<file path="config.mk">
export PLATFORM = sky130hd
export DESIGN_NAME = cec_errpol
export DESIGN_NICKNAME = d
export VERILOG_FILES = /design/src/rtl/cec_errpol_pkg.sv /design/src/rtl/cec_errpol_decide.sv /design/src/rtl/cec_errpol_track.sv /design/src/rtl/cec_errpol_smp.sv /design/src/rtl/cec_errpol.sv
export SDC_FILE = /design/constraint.sdc
export NUM_CORES = 1
export LEC_CHECK = 0
export ABC_AREA = 1
export ABC_CLOCK_PERIOD_IN_PS = 1000
export CORE_AREA = 2 2 39 41
export CTS_BUF_LIST = sky130_fd_sc_hd__clkbuf_4 sky130_fd_sc_hd__clkbuf_8 sky130_fd_sc_hd__clkbuf_16
export DETAILED_ROUTE_END_ITERATION = 8
export DIE_AREA = 0 0 41 43
export DONT_BUFFER_PORTS = 1
export GPL_ROUTABILITY_DRIVEN = 0
export PLACE_DENSITY = 0.36
export SLEW_MARGIN = 10
export SYNTH_ARGS = -nofsm -noshare
export SYNTH_HDL_FRONTEND = slang
export SYNTH_HIERARCHICAL = 1
export SYNTH_SLANG_ARGS = --single-unit
</file>
<file path="constraint.sdc">
create_clock -name clk -period 1 [get_ports clk]
set_input_delay 0.25 -clock clk [delete_from_list [all_inputs] [get_ports clk]]
set_output_delay 0.25 -clock clk [all_outputs]
set_load 0.1 [all_outputs]
</file>
<file path="src/rtl/cec_errpol_pkg.sv">
package cec_errpol_pkg;

  typedef struct packed {
    logic stop_rise;
    logic gen_rise;
    logic gen_long;
    logic bc_quiet;
  } errpol_cfg_t;

  typedef struct packed {
    logic rise;
    logic long_p;
    logic short_p;
  } errpol_evt_t;

  // rising error: needs abort; then its own enable, or broadcast without quiet
  function automatic logic rise_wants_bit(errpol_cfg_t c, logic bc);
    return c.stop_rise & (c.gen_rise | (bc & ~c.bc_quiet));
  endfunction

  // short period: silenced only for quiet broadcast listening
  function automatic logic short_wants_bit(errpol_cfg_t c, logic bc, logic lsn);
    return ~(bc & lsn & c.bc_quiet);
  endfunction

  function automatic logic any_bit(errpol_cfg_t c, errpol_evt_t e,
                                   logic bc, logic lsn);
    return (e.rise & rise_wants_bit(c, bc)) |
           (e.long_p & c.gen_long) |
           (e.short_p & short_wants_bit(c, bc, lsn));
  endfunction

  function automatic logic any_halt(errpol_cfg_t c, errpol_evt_t e, logic bit_req);
    return bit_req | (e.rise & c.stop_rise);
  endfunction

endpackage

</file>
<file path="src/rtl/cec_errpol_decide.sv">
module cec_errpol_decide
  import cec_errpol_pkg::*;
(
  input  errpol_cfg_t cfg,
  input  errpol_evt_t evt,
  input  logic        bcast,
  input  logic        listen,
  output logic        want_bit,
  output logic        want_halt
);
  always_comb begin
    want_bit  = any_bit(cfg, evt, bcast, listen);
    want_halt = any_halt(cfg, evt, want_bit);
  end
endmodule

</file>
<file path="src/rtl/cec_errpol_track.sv">
module cec_errpol_track (
  input  logic clk,
  input  logic rst_n,
  input  logic start,
  input  logic want_bit,
  input  logic want_halt,
  output logic err_pulse,
  output logic halted
);
  logic live;
  assign live = ~halted & ~start;

  always_ff @(posedge clk or negedge rst_n) begin
    if (!rst_n) begin
      err_pulse <= 1'b0;
      halted    <= 1'b0;
    end else begin
      err_pulse <= live & want_bit;
      if (start) halted <= 1'b0;
      else if (live & want_halt) halted <= 1'b1;
    end
  end

  p_one_pulse_r8: assert property (@(posedge clk) disable iff (!rst_n)
    err_pulse |=> !err_pulse);
  p_bit_implies_halt_r8: assert property (@(posedge clk) disable iff (!rst_n)
    err_pulse |-> halted);
  p_start_clears_r9: assert property (@(posedge clk) disable iff (!rst_n)
    start |=> (!halted && !err_pulse));
  p_halt_holds_r9: assert property (@(posedge clk) disable iff (!rst_n)
    (halted && !start) |=> (halted && !err_pulse));
endmodule

</file>
<file path="src/rtl/cec_errpol_smp.sv">
module cec_errpol_smp #(
  parameter int SMP_W     = 8,
  parameter int SMP_FIXED = 105,
  parameter int SMP_ALT   = 96
) (
  input  logic             clk,
  input  logic             rst_n,
  input  logic             stop_rise,
  output logic [SMP_W-1:0] smp_tick
);
  localparam logic [SMP_W-1:0] FIXED_V = SMP_W'(SMP_FIXED);
  localparam logic [SMP_W-1:0] ALT_V   = SMP_W'(SMP_ALT);

  always_ff @(posedge clk or negedge rst_n) begin
    if (!rst_n) smp_tick <= FIXED_V;
    else        smp_tick <= stop_rise ? ALT_V : FIXED_V;
  end

  p_fixed_point_r2: assert property (@(posedge clk) disable iff (!rst_n)
    !stop_rise |=> (smp_tick == FIXED_V));
  p_alt_point_r2: assert property (@(posedge clk) disable iff (!rst_n)
    stop_rise |=> (smp_tick == ALT_V));
endmodule

</file>
<file path="src/rtl/cec_errpol.sv">
module cec_errpol
  import cec_errpol_pkg::*;
#(
  parameter int SMP_W     = 8,
  parameter int SMP_FIXED = 105,
  parameter int SMP_ALT   = 96
) (
  input  logic             clk,
  input  logic             rst_n,
  input  logic             msg_start_i,
  input  logic             rise_err_i,
  input  logic             long_err_i,
  input  logic             short_err_i,
  input  logic             bcast_i,
  input  logic             listen_i,
  input  logic             cfg_stop_rise_i,
  input  logic             cfg_gen_rise_i,
  input  logic             cfg_gen_long_i,
  input  logic             cfg_bc_quiet_i,
  output logic             err_bit_o,
  output logic             rx_halt_o,
  output logic [SMP_W-1:0] smp_tick_o
);
  errpol_cfg_t cfg;
  errpol_evt_t evt;
  logic        want_bit, want_halt;

  assign cfg = '{stop_rise: cfg_stop_rise_i, gen_rise: cfg_gen_rise_i,
                 gen_long: cfg_gen_long_i, bc_quiet: cfg_bc_quiet_i};
  assign evt = '{rise: rise_err_i, long_p: long_err_i, short_p: short_err_i};

  cec_errpol_decide u_decide (
    .cfg(cfg), .evt(evt), .bcast(bcast_i), .listen(listen_i),
    .want_bit(want_bit), .want_halt(want_halt));

  cec_errpol_track u_track (
    .clk(clk), .rst_n(rst_n), .start(msg_start_i),
    .want_bit(want_bit), .want_halt(want_halt),
    .err_pulse(err_bit_o), .halted(rx_halt_o));

  cec_errpol_smp #(.SMP_W(SMP_W), .SMP_FIXED(SMP_FIXED), .SMP_ALT(SMP_ALT)) u_smp (
    .clk(clk), .rst_n(rst_n), .stop_rise(cfg_stop_rise_i), .smp_tick(smp_tick_o));

  // port-level policy checks
  p_rise_no_stop_r3: assert property (@(posedge clk) disable iff (!rst_n)
    (rise_err_i && !cfg_stop_rise_i && !long_err_i && !short_err_i && !rx_halt_o)
      |=> (!rx_halt_o && !err_bit_o));
  p_rise_stop_r4: assert property (@(posedge clk) disable iff (!rst_n)
    (rise_err_i && cfg_stop_rise_i && !msg_start_i) |=> rx_halt_o);
  p_bcast_quiet_r5: assert property (@(posedge clk) disable iff (!rst_n)
    (rise_err_i && bcast_i && cfg_bc_quiet_i && !cfg_gen_rise_i &&
     !long_err_i && !short_err_i) |=> !err_bit_o);
  p_long_off_r6: assert property (@(posedge clk) disable iff (!rst_n)
    (long_err_i && !cfg_gen_long_i && !rise_err_i && !short_err_i && !rx_halt_o)
      |=> !rx_halt_o);
  p_short_quiet_r7: assert property (@(posedge clk) disable iff (!rst_n)
    (short_err_i && bcast_i && listen_i && cfg_bc_quiet_i &&
     !rise_err_i && !long_err_i) |=> !err_bit_o);
endmodule

</file>
==> results of run 1 <==
power breakdown:
part	leakage, nW	internal [mW]	switching, mW
clock network	0.0184	0.177	0.0621
logic	0.103	0.0336	0.169
registers	0.0337	0.135	0.0312
total	0.155	0.345	0.262
layout by cell type (no fill, tap or decap):
master         n
conb_1         6
nor2_1         2
dfrtp_4        1
nand4_2        1
dlygate4sd3_1  1
nor2_2         1
inv_1          5
nand2_2        1
clkbuf_4       4
dfrtp_2        1
nand3_1        2
nand2_1        6
buf_12         2
dfstp_4        1
sequential cells by signal (all words and copies together), names as in the netlist:
name / count
u_smp/smp_tick: 1
u_track/err_pulse: 1
u_track/halted: 1
worst paths after layout:
path                                   start                end  slack, ns  depth (start not counted)
min in group asynchronous              rst_n     u_track/halted       0.27                          1
min                          cfg_stop_rise_i  u_smp/smp_tick[0]       0.05                          1
min reg2reg                   u_track/halted  u_track/err_pulse       0.72                          1
max in group asynchronous              rst_n  u_smp/smp_tick[0]       0.51                          1
max                        u_smp/smp_tick[0]      smp_tick_o[0]      -0.33                          1
max reg2reg                   u_track/halted     u_track/halted       0.09                          2
per-stage QoR:
step	util [%]	total power, mW	hold WS, ns	instance area (µm²)
final	21.1	0.608	0.0498	292
after CTS	21.1	0.622	0.0433	292
after global routing	21.1	0.641	0.0396	292
after global placement	18.0	0.365	-0.0455	249
after detailed placement	18.0	0.365	-0.0455	249
after floorplan	-	0.365	-0.0456	254
final cells by class:
| type | count | area [µm²] | area share [%] |
|---|---|---|---|
| flip-flops and latches | 3 | 85.1 | 29.2 |
| clock buffers | 4 | 30.0 | 10.3 |
| multi-input cells | 19 | 87.6 | 30.0 |
| well taps | 16 | 20.0 | 6.87 |
| repair buffers | 3 | 50.0 | 17.2 |
| inverters | 5 | 18.8 | 6.44 |
layer usage:
metal | track usage [%] | share of wire [%]
met3 | 1.57 | 8.9
met2 | 7.50 | 64
met5 | 0 | 0
met1 | 4.18 | 27
met4 | 12.0 | 0
cell usage after synthesis:
master   number
nor2_1        2
buf_4         7
inv_1         5
nand3_1       2
nand2_1       6
nor2_2        1
nand2_2       1
dfrtp_1       2
conb_1        2
nand4_2       1
dfstp_2       1
cell families after synthesis:
logic type | synth area share [%]
buffers and inverters | 32.4
DFF | 34.7
other | 3.41
and+or+nand+nor | 29.5
repair_timing:
action	CTS	global route
hold buffers	1	0
pin swaps	0	0
hold endpoints to repair	3	0
endpoints found under the setup margin	4	4
resized for setup	1	0
==> flow_metrics.tcl, run 1 <==
set metrics [dict create \
    outcome "complete, but fails checks" \
    violations "negative setup slack" \
    cts.sinks 3 \
    peakVddDrop_uv 336 \
    first_pass_iters 2 \
    setup-tns-final_ns -0.819 \
    tritoncts "built" \
    hold_path.class "input pin to flop" \
    antenna_found_initial 0 \
    antenna_cells 0 \
    die_area_um2 1760 \
    crit_fanout 2 \
    synth_seq_cells 3 \
    post-place-ws_ns -0.0948 \
    grt_pass1_wl_um 565 \
    io_pins 22 \
    hold_viol_final 0 \
    dr.first_iter.drc_count 2 \
    drt-wirelength-per-cell_um 6.96 \
    timing.max_cap.violations 0 \
    worst_setup_path_start_kind "flop" \
    synth_top_area_share_pct 23.9 \
    wl_um 348 \
    rsz0062_at_grt "yes" \
    p_leak_nw 0.155 \
    slew_violations 0 \
    cp-end-kind "output pin" \
    fillers 159 \
    h-tree-depth 1 \
    grt-ovfl-total 0 \
    critPathRequiredTime_ns 0.75 \
    setup_viol_count_final 4 \
    synth_warnings 6 \
    cts_buffers 3 \
    cts-root-buf "clkbuf_4" \
    finalNonFillerCells 50 \
    rows 14 \
    final_nets 47 \
    grt_max_degree 4 \
    ant_nets 0 \
    die_x_um 41 \
    grt_pass1_vias 160 \
    syn_area_per_cell_um2 7.34 \
    crit_slowest_cell "dfstp_4" \
    core_area_um2 1380 \
    skew_ns 0.0000400 \
    fin_crit_ns 1.33 \
    synth_cell_types 11 \
    setup_slack_ns -0.334 \
    grt_usage_pct 5.82 \
    die_h_um 43 \
    path_cells "buf_12" \
    place_inst 45 \
    start_util_pct 15.9 \
    clk_pin_slew_ns 0.03 \
    yosys.area.top_type "buf_4" \
    max_stage_delay_ns 0.61 \
    areaGrowthSynthToFinish_pct 32.4 \
    critical_path_arrival_ns 1.08 \
    max_freq_ghz 0.750 \
    drc 0 \
    num_vias 162 \
    critical_path.top_delay_family "flip-flops" \
    fin_crit_sh_pct 133 \
    drive_gt1_share_pct 35.3 \
    cp_num_buf_inv 1 \
    critPathKind "flop to output pin" \
    portBuffers 0 \
    synthTopCellsByArea "buf_4 (24%), dfrtp_1 (23%), dfstp_2 (12%), nand2_1 (10%), inv_1 (8.5%)" \
    syn_area_um2 220 \
    power-per-cell-area_nw_per_um2 2080 \
    clkLatencyLatePin_ns 0.23 \
    clock_path_buffers 2 \
    seq_area_frac_synth_pct 34.7 \
    synth_cells 30 \
    via_per_inst 3.24 \
    postCtsSetupRepairBufs 0 \
]
Note: power is estimated with default switching activity, not from simulation.
==> run 2: changes to the inputs <==
Settings changed: ABC_AREA 1 to default, PLACE_DENSITY 0.36 to 0.35.
==> run 2 against run 1 <==
  * The flow still finishes with violations (negative setup slack)
  * Utilization rose by 0.45 points
  * Register-to-register slack improved by 0.09 ns
  * Routed wire length grew 14%
==> flow_metrics.tcl, run 2 <==
set metrics [dict create \
    grt_pass1_wl_um 600 \
    met2_usage_pct 9.06 \
    hold_viol_final 0 \
    setup_slack_ns -0.331 \
    critical_path_arrival_ns 1.08 \
    p_leak_nw 0.141 \
    rows 14 \
    final_cell_mix "conb_1 (6), clkbuf_4 (4), buf_12 (3)" \
    antenna_found_initial 0 \
    cts-root-buf "clkbuf_4" \
    path_cells "buf_12" \
    drt-wirelength-per-cell_um 8.98 \
    hold_path.class "input pin to flop" \
    slew_violations 0 \
    cp.depth 1 \
    worst_setup_path_start_kind "flop" \
    outcome "complete, but fails checks" \
    final_nets 41 \
    die_h_um 43 \
    post-dp-hpwl_um 351 \
    syn_area_per_cell_um2 9.16 \
    final_common_cell "conb_1" \
    peakVddDrop_uv 342 \
    first_pass_iters 2 \
    grt_util_met1_pct 2.27 \
    ant_nets 0 \
    fin_crit_ns 1.33 \
    io_pins 22 \
    die_x_um 41 \
    grt_pass1_vias 158 \
    cts_buffers 3 \
    synth_cell_types 12 \
    wl_um 395 \
    synth_edf_count 0 \
    grt_max_degree 4 \
    timing.max_cap.violations 0 \
    syn_area_um2 201 \
    power-per-cell-area_nw_per_um2 2050 \
    crit_fanout 2 \
    post-place-ws_ns -0.0953 \
    h-tree-depth 1 \
    regToRegSetupSlack_ns 0.18 \
    cp_num_buf_inv 1 \
    whs_ns 0.0493 \
    cp-end-kind "output pin" \
    rsz0062_at_grt "yes" \
    synth_mux_area_share_pct 0 \
    dr.first_iter.drc_count 1 \
    synthAdderAreaFrac_pct 0 \
    async_reset_ff_share_pct 100 \
    critPathRequiredTime_ns 0.75 \
    synth_top_area_share_pct 26.1 \
    antenna_cells 0 \
    fin_crit_sh_pct 133 \
    violations "negative setup slack" \
    portBuffers 0 \
    critical_path.top_delay_family "flip-flops" \
    drive_gt1_share_pct 46.4 \
    post_cts_resize_count 0 \
    clock_path_buffers 2 \
    synthXorXnorAreaFrac_pct 0 \
    ys_top_cells_by_count "buf_4 (7), conb_1 (2), dfrtp_1 (2), inv_1 (2), nand2_1 (2)" \
    synthTopCellsByArea "buf_4 (26%), dfrtp_1 (25%), dfstp_2 (13%), a22oi_2 (6.2%), nor3b_2 (6.2%)" \
    ff2ff_path_depth 2 \
    max_freq_ghz 0.751 \
    grt_usage_pct 6.04 \
    start_util_pct 14.6 \
    synth_top_family_by_area "buffers and inverters" \
    critPathKind "flop to output pin" \
    drc 0 \
    grt-ovfl-total 0 \
    synth-simple-area-share_pct 12.4 \
    seq_area_frac_synth_pct 37.9 \
    synth_compound_area_share_pct 16.1 \
    use_met3_pct 6.28 \
    synth_seq_cells 3 \
    skew_ns 0.000771 \
    tritoncts "built" \
    areaGrowthSynthToFinish_pct 47.8 \
    crit_slowest_cell "dfstp_4" \
    busiest_layer "met2" \
    clk_pin_slew_ns 0.03 \
    clkLatencyLatePin_ns 0.23 \
    num_vias 138 \
    die_area_um2 1760 \
    setup-tns-final_ns -0.768 \
    setup_viol_count_final 4 \
    core_area_um2 1380 \
    yosys.area.top_type "buf_4" \
    synth_warnings 6 \
    synthFlopType "dfrtp_1" \
    max_stage_delay_ns 0.61 \
    largestRegisters "u_smp/smp_tick (1), u_track/err_pulse (1), u_track/halted (1)" \
    cts.sinks 3 \
    synth_cells 22 \
    via_per_inst 3.14 \
    synth_most_common_cell "buf_4" \
    holdPathStages 1 \
]
run 2: cell type report:
cell class | count | area, µm²
Fill cell | 156 | 1090
Timing Repair Buffer | 5 | 77.6
Multi-Input combinational cell | 14 | 80.1
Sequential cell | 3 | 82.6
Inverter | 2 | 7.51
Clock buffer | 4 | 30.0
Tap cell | 16 | 20.0
run 2: report_power, final:
| group | total, mW | leakage [nW] | switching (mW) | internal, mW |
|---|---|---|---|---|
| Combinational | 0.239 | 0.0888 | 0.190 | 0.0496 |
| Clock | 0.231 | 0.0184 | 0.0547 | 0.176 |
| Sequential | 0.141 | 0.0337 | 0.00721 | 0.134 |
run 2: logic make-up (layout without fill, tap and decap cells):
family                 Yosys count  after routing
AO/OA/AOI/OAI                    4              4
flip-flops                       3              3
buffers and inverters            9             11
other                            2              6
AND/OR/NAND/NOR                  4              4
run 2: path summary, 6_finish.rpt:
path | from | endpoint
min | cfg_stop_rise_i | u_smp/smp_tick[0]
min reg2reg | u_track/halted | u_track/err_pulse
max reg2reg | u_track/halted | u_track/halted
max | u_smp/smp_tick[0] | smp_tick_o[3]
max in group asynchronous | rst_n | u_smp/smp_tick[0]
min in group asynchronous | rst_n | u_track/err_pulse
run 2: repair_timing:
item | CTS | global route
hold endpoints to repair | 3 | 0
setup endpoints to repair | 4 | 4
buffers inserted | 1 | 0
hold buffers | 1 | 0
run 2: layer usage:
layer	routed length, µm	up-vias
met2	263	7
met3	55	0
met4	0	0
met5	0	-
li1	-	67
met1	76	64
run 2: metrics by stage:
step                      area (µm²)  utilization (%)  power (mW)  instances
after global placement           250             18.1       0.372         38
after global routing             298             21.5       0.647         44
after CTS                        298             21.5       0.625         44
after floorplan                  235                -       0.359         26
final                            298             21.5       0.611         44
after detailed placement         250             18.1       0.373         38
==> run 3: changes to the inputs <==
==> constraint.sdc (replaced) <==
create_clock -name clk -period 1 [get_ports clk]
set_input_delay 0.3 -clock clk [delete_from_list [all_inputs] [get_ports clk]]
set_output_delay 0.3 -clock clk [all_outputs]
set_load 0.1 [all_outputs]
==> run 3 against run 2 <==
  * The flow still finishes with violations (negative setup slack)
  * Non-clock buffer count is 2 lower
  * Worst hold slack better by 0.044 ns
  * Final cell count is 4.5% lower
  * Utilization is 1.8 points lower
  * Register-to-register slack worse by 0.13 ns
  * Fmax is 4.2% lower
  * Die area stayed put
  * Flip-flop and latch count stayed put
  * Clock skew is 0.0015 ns higher
  * Critical path depth stayed put
  * Sequential power is 18% higher
  * Clock power is 3% higher
  * Critical path type unchanged
  * Largest cell class unchanged
==> flow_metrics.tcl, run 3 (synthesis results as in run 2) <==
set metrics [dict create \
    outcome "complete, but fails checks" \
    violations "negative setup slack" \
    portBuffers 0 \
    crit_fanout 2 \
    antenna_cells 0 \
    p_total_uw 602 \
    critical_path_arrival_ns 1.09 \
    first_pass_iters 2 \
    fin_crit_sh_pct 139 \
    path_cells "buf_12" \
    holdCritStartpoint "cfg_stop_rise_i" \
    die_area_um2 1760 \
    tritoncts "built" \
    clock_path_buffers 2 \
    grt-ovfl-total 0 \
    grt_pass1_vias 150 \
    setup_viol_count_final 4 \
    num_vias 135 \
    via_per_inst 3.21 \
    drt-wirelength-per-cell_um 9.12 \
    ant_nets 0 \
    grt_pass1_wl_um 600 \
    cts.sinks 3 \
    ff2ff_path_depth 1 \
    grt_max_degree 4 \
    critical_path.top_delay_family "flip-flops" \
    final_common_cell "conb_1" \
    holdPathStages 1 \
    peakVddDrop_uv 383 \
    max_stage_delay_ns 0.61 \
    cp_num_buf_inv 1 \
    dr.first_iter.drc_count 2 \
    areaGrowthSynthToFinish_pct 35.4 \
    min_to "u_smp/smp_tick[0]" \
    r2r_start "u_track/halted" \
    fin_util_pct 19.7 \
    design_area_um2 273 \
    drive_gt1_share_pct 42.3 \
    postCtsSetupRepairBufs 0 \
    drc 0 \
    post-place-ws_ns -0.148 \
    timing.rr.end "u_track/halted" \
    antenna_found_initial 0 \
    whs_ns 0.0933 \
    max_freq_ghz 0.720 \
    die_x_um 41 \
    largestRegisters "u_smp/smp_tick (1), u_track/err_pulse (1), u_track/halted (1)" \
    io_pins 22 \
    final_cell_mix "conb_1 (6), clkbuf_4 (4), buf_12 (2), nand2_1 (2), inv_1 (2)" \
    h-tree-depth 1 \
    worst_setup_path_start_kind "flop" \
    setup_slack_ns -0.390 \
    cts_buffers 3 \
    post-dp-hpwl_um 350 \
    grt_usage_pct 6.33 \
    clkLatencyLatePin_ns 0.23 \
    die_h_um 43 \
    placed_area_um2 230 \
    wl_um 383 \
    hold_path.class "input pin to flop" \
    final_nets 39 \
    fin_crit_ns 1.39 \
    power-per-cell-area_nw_per_um2 2210 \
    p_leak_nw 0.127 \
    hold_viol_final 0 \
    critPathRequiredTime_ns 0.70 \
    rsz0062_at_grt "yes" \
    critPathKind "flop to output pin" \
    start_util_pct 14.6 \
    slew_violations 0 \
    cts-root-buf "clkbuf_4" \
    crit_slowest_cell "dfstp_4" \
    clk_pin_slew_ns 0.04 \
    core_area_um2 1380 \
    rows 14 \
    skew_ns 0.00227 \
    regToRegSetupSlack_ns 0.05 \
    cp-end-kind "output pin" \
    timing.max_cap.violations 0 \
]
## run 3: cell type report
type | count | area (µm²)
fillers | 150 | 1110
flip-flops and latches | 3 | 85.1
multi-input cells | 14 | 80.1
repair buffers | 3 | 50.0
clock buffers | 4 | 30.0
well taps | 16 | 20.0
inverters | 2 | 7.51
## run 3: worst max-delay path by stage
stage	start	end	slack, ns	cells past startpoint
global placement	u_smp/smp_tick[0]	smp_tick_o[3]	-0.15	1
detailed placement	u_smp/smp_tick[0]	smp_tick_o[0]	-0.15	1
floorplan	u_smp/smp_tick[0]	smp_tick_o[3]	-0.29	1
global route	u_smp/smp_tick[0]	smp_tick_o[0]	-0.42	1
finish	u_smp/smp_tick[0]	smp_tick_o[0]	-0.39	1
CTS	u_smp/smp_tick[0]	smp_tick_o[0]	-0.40	1
## run 3: metal layers
metal | vias to the layer above | routed length [µm] | GRT usage, % | part of all wire, %
met1 | 64 | 61 | 2.57 | 16
met5 | - | 0 | 0 | 0
li1 | 63 | - | - | -
met3 | 0 | 77 | 7.85 | 20
met2 | 8 | 245 | 8.75 | 64
met4 | 0 | 0 | 8.00 | 0
## run 3: timing repair
action | CTS | global route
gates resized for setup | 1 | 0
hold buffers | 1 | 0
endpoints found under the setup margin | 4 | 4
hold endpoints to repair | 3 | 0
## run 3: where the power goes
part	internal (mW)	switching, mW	total, mW
Sequential	0.135	0.0316	0.167
Combinational	0.0338	0.163	0.197
Clock	0.177	0.0621	0.239
Total	0.346	0.257	0.602
## run 3: through the flow
stage	cells	TNS, ns
after global routing	42	-1.14
after CTS	42	-1.08
final	42	-1.04
after global placement	37	-0.291
after detailed placement	37	-0.296
after floorplan	26	-0.369
